[src/rtl/rtc_core.sv]
module rtc_core #(
  parameter int unsigned LEAD_CYC = 4,
  parameter int unsigned HOLD_CYC = 8
) (
  input  logic       clk,
  input  logic       rst_n,
  input  logic       tick,
  input  logic       power_lost,
  input  logic       idx_we,
  input  logic       data_we,
  input  logic       data_re,
  input  logic [7:0] wdata,
  output logic [7:0] rdata,
  output logic       nmi_mask
);
  localparam int unsigned TOTAL = LEAD_CYC + HOLD_CYC;
  localparam int unsigned PH_W  = (TOTAL > 1) ? $clog2(TOTAL) : 1;
  localparam logic [PH_W-1:0] PH_UPD = PH_W'(LEAD_CYC - 1);
  localparam logic [PH_W-1:0] PH_END = PH_W'(TOTAL - 1);

  logic [7:0] r_sec, r_min, r_hr, r_wd, r_dom, r_mon, r_yr, r_b;
  logic [6:0] r_a, r_idx;
  logic       r_nmi, r_vrt, busy;
  logic [PH_W-1:0] ph;

  function automatic logic [6:0] dec(input logic [7:0] v, input logic b);
    return b ? v[6:0] : 7'({3'b0, v[7:4]} * 7'd10 + {3'b0, v[3:0]});
  endfunction

  function automatic logic [7:0] enc(input logic [6:0] v, input logic b);
    logic [7:0] w;
    w = {1'b0, v};
    return b ? w : (w / 8'd10) * 8'd16 + (w % 8'd10);
  endfunction

  function automatic logic [6:0] mdays(input logic [6:0] mo, input logic [6:0] yr);
    case (mo)
      7'd2:                      return (yr[1:0] == 2'b00) ? 7'd29 : 7'd28;
      7'd4, 7'd6, 7'd9, 7'd11:   return 7'd30;
      default:                   return 7'd31;
    endcase
  endfunction

  wire bin  = r_b[2];
  wire h24m = r_b[1];
  wire frz  = r_b[7];

  logic [6:0] s, m, hv, h24, nh, h12, wd, d, mo, y;
  logic       cs, cm, ch, cd, cmo, pm;
  logic [7:0] n_sec, n_min, n_hr, n_wd, n_dom, n_mon, n_yr;

  always_comb begin
    s  = dec(r_sec, bin);
    m  = dec(r_min, bin);
    hv = dec({1'b0, r_hr[6:0]}, bin);
    wd = dec(r_wd, bin);
    d  = dec(r_dom, bin);
    mo = dec(r_mon, bin);
    y  = dec(r_yr, bin);
    if (h24m)          h24 = hv;
    else if (r_hr[7])  h24 = (hv == 7'd12) ? 7'd12 : hv + 7'd12;
    else               h24 = (hv == 7'd12) ? 7'd0 : hv;

    cs  = s >= 7'd59;
    cm  = cs && (m >= 7'd59);
    ch  = cm && (h24 >= 7'd23);
    cd  = ch && (d >= mdays(mo, y));
    cmo = cd && (mo >= 7'd12);

    nh  = ch ? 7'd0 : (cm ? h24 + 7'd1 : h24);
    pm  = nh >= 7'd12;
    h12 = (nh == 7'd0) ? 7'd12 : ((nh > 7'd12) ? nh - 7'd12 : nh);

    n_sec = cs ? enc(7'd0, bin) : enc(s + 7'd1, bin);
    n_min = cs ? enc(cm ? 7'd0 : m + 7'd1, bin) : r_min;
    n_hr  = !cm ? r_hr : (h24m ? enc(nh, bin) : (enc(h12, bin) | {pm, 7'b0}));
    n_wd  = ch ? enc((wd >= 7'd7) ? 7'd1 : wd + 7'd1, bin) : r_wd;
    n_dom = ch ? enc(cd ? 7'd1 : d + 7'd1, bin) : r_dom;
    n_mon = cd ? enc(cmo ? 7'd1 : mo + 7'd1, bin) : r_mon;
    n_yr  = cmo ? enc((y >= 7'd99) ? 7'd0 : y + 7'd1, bin) : r_yr;
  end

  wire do_upd = busy && (ph == PH_UPD) && !frz;

  always_ff @(posedge clk or negedge rst_n) begin
    if (!rst_n) begin
      r_sec <= 8'h00; r_min <= 8'h00; r_hr <= 8'h00; r_wd <= 8'h01;
      r_dom <= 8'h01; r_mon <= 8'h01; r_yr <= 8'h00;
      r_a   <= 7'h26; r_b   <= 8'h02; r_idx <= '0;  r_nmi <= 1'b0;
      r_vrt <= 1'b0;  busy  <= 1'b0;  ph    <= '0;
    end else begin
      if (busy) begin
        ph <= ph + 1'b1;
        if (ph == PH_END) busy <= 1'b0;
      end else if (tick && !frz) begin
        busy <= 1'b1;
        ph   <= '0;
      end
      if (do_upd) begin
        r_sec <= n_sec; r_min <= n_min; r_hr <= n_hr; r_wd <= n_wd;
        r_dom <= n_dom; r_mon <= n_mon; r_yr <= n_yr;
      end
      if (data_we) begin
        case (r_idx)
          7'd0:  r_sec <= wdata;
          7'd2:  r_min <= wdata;
          7'd4:  r_hr  <= wdata;
          7'd6:  r_wd  <= wdata;
          7'd7:  r_dom <= wdata;
          7'd8:  r_mon <= wdata;
          7'd9:  r_yr  <= wdata;
          7'd10: r_a   <= wdata[6:0];
          7'd11: r_b   <= wdata;
          default: ;
        endcase
      end
      if (power_lost)                     r_vrt <= 1'b0;
      else if (data_re && r_idx == 7'd13) r_vrt <= 1'b1;
      if (idx_we) begin
        r_idx <= wdata[6:0];
        r_nmi <= wdata[7];
      end
    end
  end

  always_comb begin
    case (r_idx)
      7'd0:    rdata = r_sec;
      7'd2:    rdata = r_min;
      7'd4:    rdata = r_hr;
      7'd6:    rdata = r_wd;
      7'd7:    rdata = r_dom;
      7'd8:    rdata = r_mon;
      7'd9:    rdata = r_yr;
      7'd10:   rdata = {busy, r_a};
      7'd11:   rdata = r_b;
      7'd13:   rdata = {r_vrt, 7'b0};
      default: rdata = 8'h00;
    endcase
  end

  assign nmi_mask = r_nmi;
endmodule

[config.mk]
export PLATFORM = sky130hd
export DESIGN_NAME = rtc_core
export DESIGN_NICKNAME = d
export VERILOG_FILES = /design/src/rtl/rtc_core.sv
export SDC_FILE = /design/constraint.sdc
export NUM_CORES = 1
export LEC_CHECK = 0
export ABC_AREA = 1
export BUFFER_PORTS_ARGS = -buffer_cell sky130_fd_sc_hd__buf_2
export CAP_MARGIN = 10
export CORE_MARGIN = 1.5
export CORE_UTILIZATION = 50
export DETAILED_ROUTE_END_ITERATION = 8
export GPL_ROUTABILITY_DRIVEN = 0
export GPL_TIMING_DRIVEN = 0
export PLACE_DENSITY = 0.71
export SKIP_CTS_REPAIR_TIMING = 1
export SLEW_MARGIN = 20
export SYNTH_ARGS = -nofsm -noshare
export SYNTH_HDL_FRONTEND = slang
export SYNTH_SLANG_ARGS = --single-unit
[constraint.sdc]
create_clock -name clk -period 11.8 [get_ports clk]
set_input_delay 0.59 -clock clk [delete_from_list [all_inputs] [get_ports clk]]
set_output_delay 0.59 -clock clk [all_outputs]
set_load 0.005 [all_outputs]
==> results_dict.tcl, run 1 <==
set metrics [dict create \
    wirelength_um 32300 \
    critical_path.slowest_cell "dfrtp_1" \
    crit_fanout 8 \
    worst_slew_pin_slew_ns 1.07 \
    rr_endpoint "r_mon[6]" \
    worst_setup_path_end_kind "register" \
    cp.required_ns 12.02 \
    cts_max_level 3 \
    synth_area_leader_cell "dfrtp_1" \
    boundaryPins 24 \
    synth.top_cell.area_share 0.177 \
    startpoint "r_mon[6]" \
    wire_per_inst_um 16.1 \
    async_reset_ff_frac 1.00 \
    grt_max_degree 47 \
    coreArea_mm2 0.0218 \
    antenna_found_initial 0 \
    min_period_ns 6.91 \
    syn_area_mm2 0.0110 \
    area_delta_synth_final_pct 7.93 \
    worst_slack_ns 4.89 \
    rsz0062_at_grt "false" \
    rrSetupSlack_ns 4.89 \
    r2r-start "r_mon[6]" \
    grt.met2_usage 0.483 \
    n_antenna_cell 0 \
    cpPeakStageDelay_ns 0.47 \
    top_usage_layer "met2" \
    yosysWarnings 0 \
    dp_hpwl_um 25100 \
    grt.overflow.total 0 \
    synth_most_common_cell "nand2_1" \
    route.detailed.drc 0 \
    tns_ns 0 \
    cts_buffer_depth 2 \
    drt_iter0_drc 829 \
    path_clk_slew_ns 0.07 \
    dieArea_mm2 0.0229 \
    synth_edf_count 0 \
    r2r_cells 47 \
    die_h_um 151 \
    outcome "finished clean" \
    fin_worst_skew_ns 0.00935 \
    syn_avg_cell_area_um2 6.64 \
    max_cap_violations 0 \
    clock_latency_ns 0.36 \
    drtAntennaViolNets 0 \
    grt_pass1_vias 10318 \
    synth_cells 1661 \
    dr.pass1.iters 7 \
    synth.distinct_cells 70 \
    slew_viol_final 0 \
    use_met3 0.0467 \
    hp-class "in2async" \
    die_w_um 151 \
    dominantRegCellSynth "dfrtp_1" \
    slew_headroom 0.284 \
    drive_gt1_frac 0.107 \
    grtUsageMet1 0.394 \
    vias_per_cell 5.59 \
    dp.cells 1982 \
    final_cells 1998 \
    clock.fmax_mhz 145 \
    start_util 0.507 \
    cts_sinks 85 \
    hold_viol_final 0 \
    ys_seq_elements 85 \
    place_ws_ns 4.97 \
    rows 54 \
    cts_tree "built" \
    ys_top_cells_by_area "dfrtp_1 18%, nand2_1 13%, ha_1 11%" \
    synth_seq_area_share 0.194 \
    track_usage 0.293 \
    cts_buffers 9 \
    critPathArrivalTime_ns 7.13 \
    port_buffers 23 \
    grt_pass1_wl_um 52300 \
    finalCritPeriodShare 0.585 \
    layout.nets 1843 \
    setup_violations 0 \
    synth_common_cells "381 x nand2_1, 245 x inv_1, 132 x nor2_1" \
    via_count 11159 \
    clockRootBuffer "clkbuf_16" \
    startpoint_type "register" \
    critPathKind "reg2reg" \
]
-- per-layer routing --
metal	vias up	wire (um)
met3	71	2190
met1	5189	14300
met2	358	14900
met5	-	0
met4	0	924
li1	5541	-
-- cells by family (layout without fill, tap and decap cells) --
group | after synthesis | after routing | synth area share
xor gates and xnor gates | 59 | 59 | 0.0476
DFF | 85 | 85 | 0.194
adders and majority gates | 115 | 115 | 0.145
AOI/OAI and AO/OA | 362 | 362 | 0.202
and+or+nand+nor | 734 | 734 | 0.302
buffers and inverters | 304 | 344 | 0.109
other | 2 | 19 | 0.000681
-- through the flow --
step / utilization / hold slack, ns / instance area [um2]
2_1_floorplan: - / 0.294 / 11100
3_3_place_gp: 0.531 / 0.469 / 11600
3_5_place_dp: 0.532 / 0.474 / 11600
4_1_cts: 0.547 / 0.226 / 11900
5_1_grt: 0.547 / 0.247 / 11900
6_report: 0.547 / 0.211 / 11900
-- area by class of cell --
type                       instances  area, um2
tap                              280        350
clock buffer                      10        239
sequential                        85       2140
fill                            2168       9860
clock inverter                     6       76.3
inverter                         273       1030
timing repair buffer              24        145
buffer                            31        168
multi-input combinational       1289       7750
-- worst max path at each step --
stage	to
after detailed placement	r_mon[6]
after global placement	r_mon[6]
after floorplan	r_mon[6]
after global routing	r_mon[6]
after CTS	r_mon[6]
final	r_mon[6]
-- critical path: cells and delay by family, from the launching register on --
kind                     cells  cell delay (ns)
AND/OR/NAND/NOR             18             2.12
AO/OA/AOI/OAI               16             1.89
adder cells (fa/ha/maj)      4             1.34
XOR/XNOR                     3             0.53
flip-flops                   1             0.47
buffers and inverters        6             0.40
-- registers in the layout, indices dropped and copies added, names as in the netlist, 7 cells and up --
name and cells:
r_idx 7, r_mon 8, r_yr 8, r_sec 8, r_min 8, r_dom 8, r_a 7, r_b 8
r_wd 8, r_hr 8
-- cell usage in the layout, fill, tap and decap left out, types with 4 or more instances in the layout --
cell / n
fa_1: 21
nor2_4: 4
xnor2_1: 20
o2111ai_1: 4
clkbuf_1: 21
dfrtp_1: 78
nand4_1: 19
o21ai_1: 23
nand3_2: 9
clkbuf_16: 9
xor2_1: 38
inv_1: 245
o31ai_1: 4
o21ai_0: 96
a21oi_1: 112
nand2_4: 7
or2_2: 6
a211oi_1: 6
nand2_2: 36
nand3b_1: 6
inv_2: 22
a21boi_0: 4
buf_2: 24
o211ai_1: 14
conb_1: 19
ha_1: 94
dfstp_2: 7
a31oi_1: 11
nand2_1: 381
o21ai_2: 11
clkinv_1: 5
nor2_1: 132
nand3_1: 89
nor2_2: 14
a22oi_1: 26
nor3_1: 13
a221oi_1: 18
o221ai_1: 4
o22ai_1: 6
Power of run 1 is not shown: default switching activity piles up to over one toggle a cycle in this logic, so the estimate is an artifact.
==> run 2, diff against run 1 <==
--- a/config.mk
+++ b/config.mk
@@ -13,7 +13,7 @@
 export DETAILED_ROUTE_END_ITERATION = 8
 export GPL_ROUTABILITY_DRIVEN = 0
 export GPL_TIMING_DRIVEN = 0
-export PLACE_DENSITY = 0.71
+export PLACE_DENSITY = 0.73
 export SKIP_CTS_REPAIR_TIMING = 1
 export SLEW_MARGIN = 20
 export SYNTH_ARGS = -nofsm -noshare
==> constraint.sdc (replaced) <==
create_clock -name clk -period 6.12 [get_ports clk]
set_input_delay 0.306 -clock clk [delete_from_list [all_inputs] [get_ports clk]]
set_output_delay 0.306 -clock clk [all_outputs]
set_load 0.005 [all_outputs]
==> results_dict.tcl, run 2 (same netlist as run 1, synthesis figures left out) <==
set metrics [dict create \
    critPathKind "reg2reg" \
    worst_setup_path_end_kind "register" \
    critPathArrivalTime_ns 6.55 \
    die_h_um 151 \
    drive_gt1_frac 0.231 \
    outcome "complete, but fails checks" \
    dp_hpwl_um 25000 \
    nFillCells 1924 \
    layout.cells.most_common_list "349 x nand2_1, 228 x inv_1, 117 x nor2_1, 104 x a21oi_1, 91 x o21ai_0" \
    die_w_um 151 \
    area_delta_synth_final_pct 22.9 \
    max_cap_violations 0 \
    grt_pass1_wl_um 51600 \
    hp-class "in2reg" \
    clock.fmax_mhz 158 \
    boundaryPins 24 \
    coreArea_mm2 0.0218 \
    cts_sinks 85 \
    via_count 11945 \
    drt_iter0_drc 1079 \
    rows 54 \
    slew_viol_final 0 \
    worst_slew_pin_slew_ns 1.08 \
    slew_headroom 0.276 \
    cts_buffers 9 \
    clockRootBuffer "clkbuf_16" \
    start_util 0.507 \
    cpMostUsedCell "inv_1" \
    startpoint_type "register" \
    post-route-util 0.623 \
    tns_ns -0.691 \
    mostFrequentLayoutCell "nand2_1" \
    wirelength_um 35500 \
    cts_max_level 3 \
    hold_viol_final 0 \
    grt.overflow.total 0 \
    crit_fanout 6 \
    track_usage 0.289 \
    route.detailed.drc 0 \
    vias_per_cell 5.72 \
    clock_latency_ns 0.36 \
    n_antenna_cell 0 \
    grt_max_degree 57 \
    drtAntennaViolNets 0 \
    rsz0062_at_grt "true" \
    grt_pass1_vias 10239 \
    port_buffers 23 \
    dieArea_mm2 0.0229 \
    cts_buffer_depth 2 \
    violations "setup timing" \
    setup_violations 6 \
    multi_input_comb_area_mm2 0.00864 \
    fin_worst_skew_ns 0.0103 \
    place_ws_ns -0.622 \
    layout.nets 1932 \
    min_period_ns 6.34 \
    cpPeakStageDelay_ns 0.59 \
    area.sequential_mm2 0.00215 \
    dr.pass1.iters 5 \
    worst_slack_ns -0.225 \
    finalCritPeriodShare 1.04 \
    path_clk_slew_ns 0.06 \
    antenna_found_initial 0 \
    wire_per_inst_um 17.0 \
    critical_path.slowest_cell "fa_1" \
    cts_tree "built" \
    cp.required_ns 6.33 \
]
## run 2: cell count changes in the layout (fill, tap and decap cells not counted), sizes merged
cell,delta
clkbuf,+1
inv,-2
buf,+88
clkinvlp,+2
bufinv,+1
dlygate4sd3,+1
clkinv,-2
## run 2: area by class of cell
| type | instances | share of cell area |
|---|---|---|
| Multi-Input combinational cell | 1289 | 0.638 |
| Sequential cell | 85 | 0.159 |
| Inverter | 273 | 0.0775 |
| Timing Repair Buffer | 113 | 0.0635 |
| Tap cell | 280 | 0.0259 |
| Clock buffer | 11 | 0.0179 |
| Buffer | 31 | 0.0124 |
| Clock inverter | 5 | 0.00619 |
## run 2: layer usage
metal / GRT usage / vias to the layer above / part of all wire
met5: 0 / - / 0
met4: 0.0913 / 0 / 0.031
met3: 0.0518 / 94 / 0.081
met2: 0.462 / 519 / 0.47
met1: 0.395 / 5604 / 0.42
li1: - / 5728 / -
## run 2: final timing paths
kind / startpoint / end / slack, ns / depth (start not counted)
max: r_mon[7] / r_dom[5] / -0.22 / 40
min: power_lost / r_vrt / 0.09 / 2
max reg2reg: r_mon[7] / r_dom[5] / -0.22 / 40
min reg2reg: r_a[5] / r_a[5] / 0.49 / 2
max in group asynchronous: rst_n / r_b[1] / 5.00 / 3
min in group asynchronous: rst_n / r_wd[2] / 0.45 / 2
## run 2: stage by stage
stage | cell area, um2 | cells | hold slack, ns
after global routing | 13500 | 2087 | 0.101
after floorplan | 11100 | 1678 | 0.0104
after global placement | 11600 | 1981 | 0.453
after detailed placement | 11600 | 1982 | 0.281
final | 13500 | 2087 | 0.0935
after CTS | 11900 | 1998 | -0.0890
## run 2: worst max-delay path, delay by kind of cell, from the launching register on
family | cells | cell delay [ns]
AND/OR/NAND/NOR | 15 | 1.55
buffers and inverters | 8 | 0.65
AO/OA/AOI/OAI | 8 | 0.95
XOR/XNOR | 3 | 0.54
flip-flops | 1 | 0.43
adder cells (fa/ha/maj) | 6 | 2.05
Power of run 2 is left out for the same reason.
==> run 3, diff against run 2 <==
--- a/config.mk
+++ b/config.mk
@@ -13,7 +13,7 @@
 export DETAILED_ROUTE_END_ITERATION = 8
 export GPL_ROUTABILITY_DRIVEN = 0
 export GPL_TIMING_DRIVEN = 0
-export PLACE_DENSITY = 0.73
+export PLACE_DENSITY = 0.71
 export SKIP_CTS_REPAIR_TIMING = 1
 export SLEW_MARGIN = 20
 export SYNTH_ARGS = -nofsm -noshare
==> constraint.sdc (replaced) <==
create_clock -name clk -period 5.85 [get_ports clk]
set_input_delay 0.2925 -clock clk [delete_from_list [all_inputs] [get_ports clk]]
set_output_delay 0.2925 -clock clk [all_outputs]
set_load 0.005 [all_outputs]
==> results_dict.tcl, run 3 (same netlist as run 1, synthesis figures left out) <==
set metrics [dict create \
    wirelength_um 36300 \
    clockRootBuffer "clkbuf_16" \
    start_util 0.507 \
    rsz0062_at_grt "true" \
    hold-worst-slack_ns -0.0299 \
    cts_buffers 9 \
    cts_buffer_depth 2 \
    rows 54 \
    critPathKind "reg2reg" \
    cpPeakStageDelay_ns 0.56 \
    nFillCells 1841 \
    crit_fanout 6 \
    cts_max_level 3 \
    worst_slew_pin_slew_ns 1.13 \
    die_w_um 151 \
    antenna_found_initial 0 \
    cpMostUsedCell "inv_2" \
    route.detailed.drc 0 \
    grt_max_degree 47 \
    drtAntennaViolNets 0 \
    critPathArrivalTime_ns 6.65 \
    setup_violations 14 \
    worst_setup_path_end_kind "register" \
    outcome "complete, but fails checks" \
    port_buffers 23 \
    area_delta_synth_final_pct 28.5 \
    grt_pass1_vias 10377 \
    grt_pass1_wl_um 51900 \
    layout.cells.most_common_list "333 x nand2_1, 216 x inv_1, 117 x nor2_1, 111 x buf_4, 98 x a21oi_1" \
    n_antenna_cell 0 \
    slew_headroom 0.238 \
    path_clk_slew_ns 0.07 \
    critical_path.slowest_cell "fa_1" \
    dp_hpwl_um 25200 \
    clock.fmax_mhz 155 \
    fin_worst_skew_ns 0.00946 \
    finalCritPeriodShare 1.10 \
    coreArea_mm2 0.0218 \
    layout.nets 1966 \
    vias_per_cell 5.69 \
    max_cap_violations 0 \
    cp.required_ns 6.06 \
    startpoint_type "register" \
    hp-class "in2async" \
    dr.pass1.iters 8 \
    worst_slack_ns -0.594 \
    critical-path-top-delay-family "adder cells" \
    die_h_um 151 \
    boundaryPins 24 \
    grt.overflow.total 0 \
    drive_gt1_frac 0.276 \
    r2r_cells 41 \
    dieArea_mm2 0.0229 \
    violations "hold timing, setup timing" \
    cts_tree "built" \
    track_usage 0.288 \
    mostFrequentLayoutCell "nand2_1" \
    via_count 12076 \
    rrSetupSlack_ns -0.59 \
    r2r-start "r_mon[7]" \
    clock_latency_ns 0.35 \
    rr_endpoint "r_dom[5]" \
    hold_viol_final 41 \
    slew_viol_final 0 \
    drt_iter0_drc 1071 \
    min_period_ns 6.44 \
    post-route-util 0.651 \
    wire_per_inst_um 17.1 \
    cts_sinks 85 \
    place_ws_ns -0.989 \
    path_buf_inv 9 \
]
==> run 3: cell types whose count changed in the layout (fill, tap and decap cells not counted), sizes merged <==
cell | before | now
clkinv | 5 | 6
buf | 122 | 157
inv | 269 | 268
dlygate4sd3 | 1 | 0
==> run 3: through the flow <==
step / TNS, ns / hold WS, ns / cell area, um2 / std cells
after CTS: -9.31 / -0.0114 / 11900 / 1998
after detailed placement: -8.80 / 0.356 / 11600 / 1982
after global routing: -11.49 / 0.00574 / 14200 / 2121
after floorplan: 0 / -0.00309 / 11100 / 1678
after global placement: -6.25 / 0.444 / 11600 / 1981
final: -4.24 / -0.0299 / 14200 / 2121
==> run 3: metal layers <==
layer	part of all wire	GRT usage	vias up
li1	-	-	5812
met1	0.41	0.378	5661
met2	0.49	0.480	490
met3	0.064	0.0341	113
met4	0.037	0.120	0
met5	0	0	-
==> run 3: how the worst max path moves through the flow <==
stage	depth (start not counted)	slack (ns)	to	from
floorplan	45	0.02	r_mon[6]	r_mon[5]
global placement	43	-0.86	r_hr[6]	r_sec[5]
detailed placement	43	-0.99	r_hr[6]	r_min[5]
CTS	43	-1.00	r_hr[6]	r_min[5]
global route	42	-1.01	r_dom[5]	r_mon[4]
finish	41	-0.59	r_dom[5]	r_mon[7]
==> run 3: cell type report <==
class,count,area (um2),area share
Multi-Input combinational cell,1289,8960,0.633
Timing Repair Buffer,147,1130,0.0799
Sequential cell,85,2150,0.152
Inverter,273,1070,0.0757
Buffer,31,168,0.0118
Clock buffer,11,243,0.0171
Tap cell,280,350,0.0247
Clock inverter,5,83.8,0.00592
Power of run 3 is left out for the same reason.
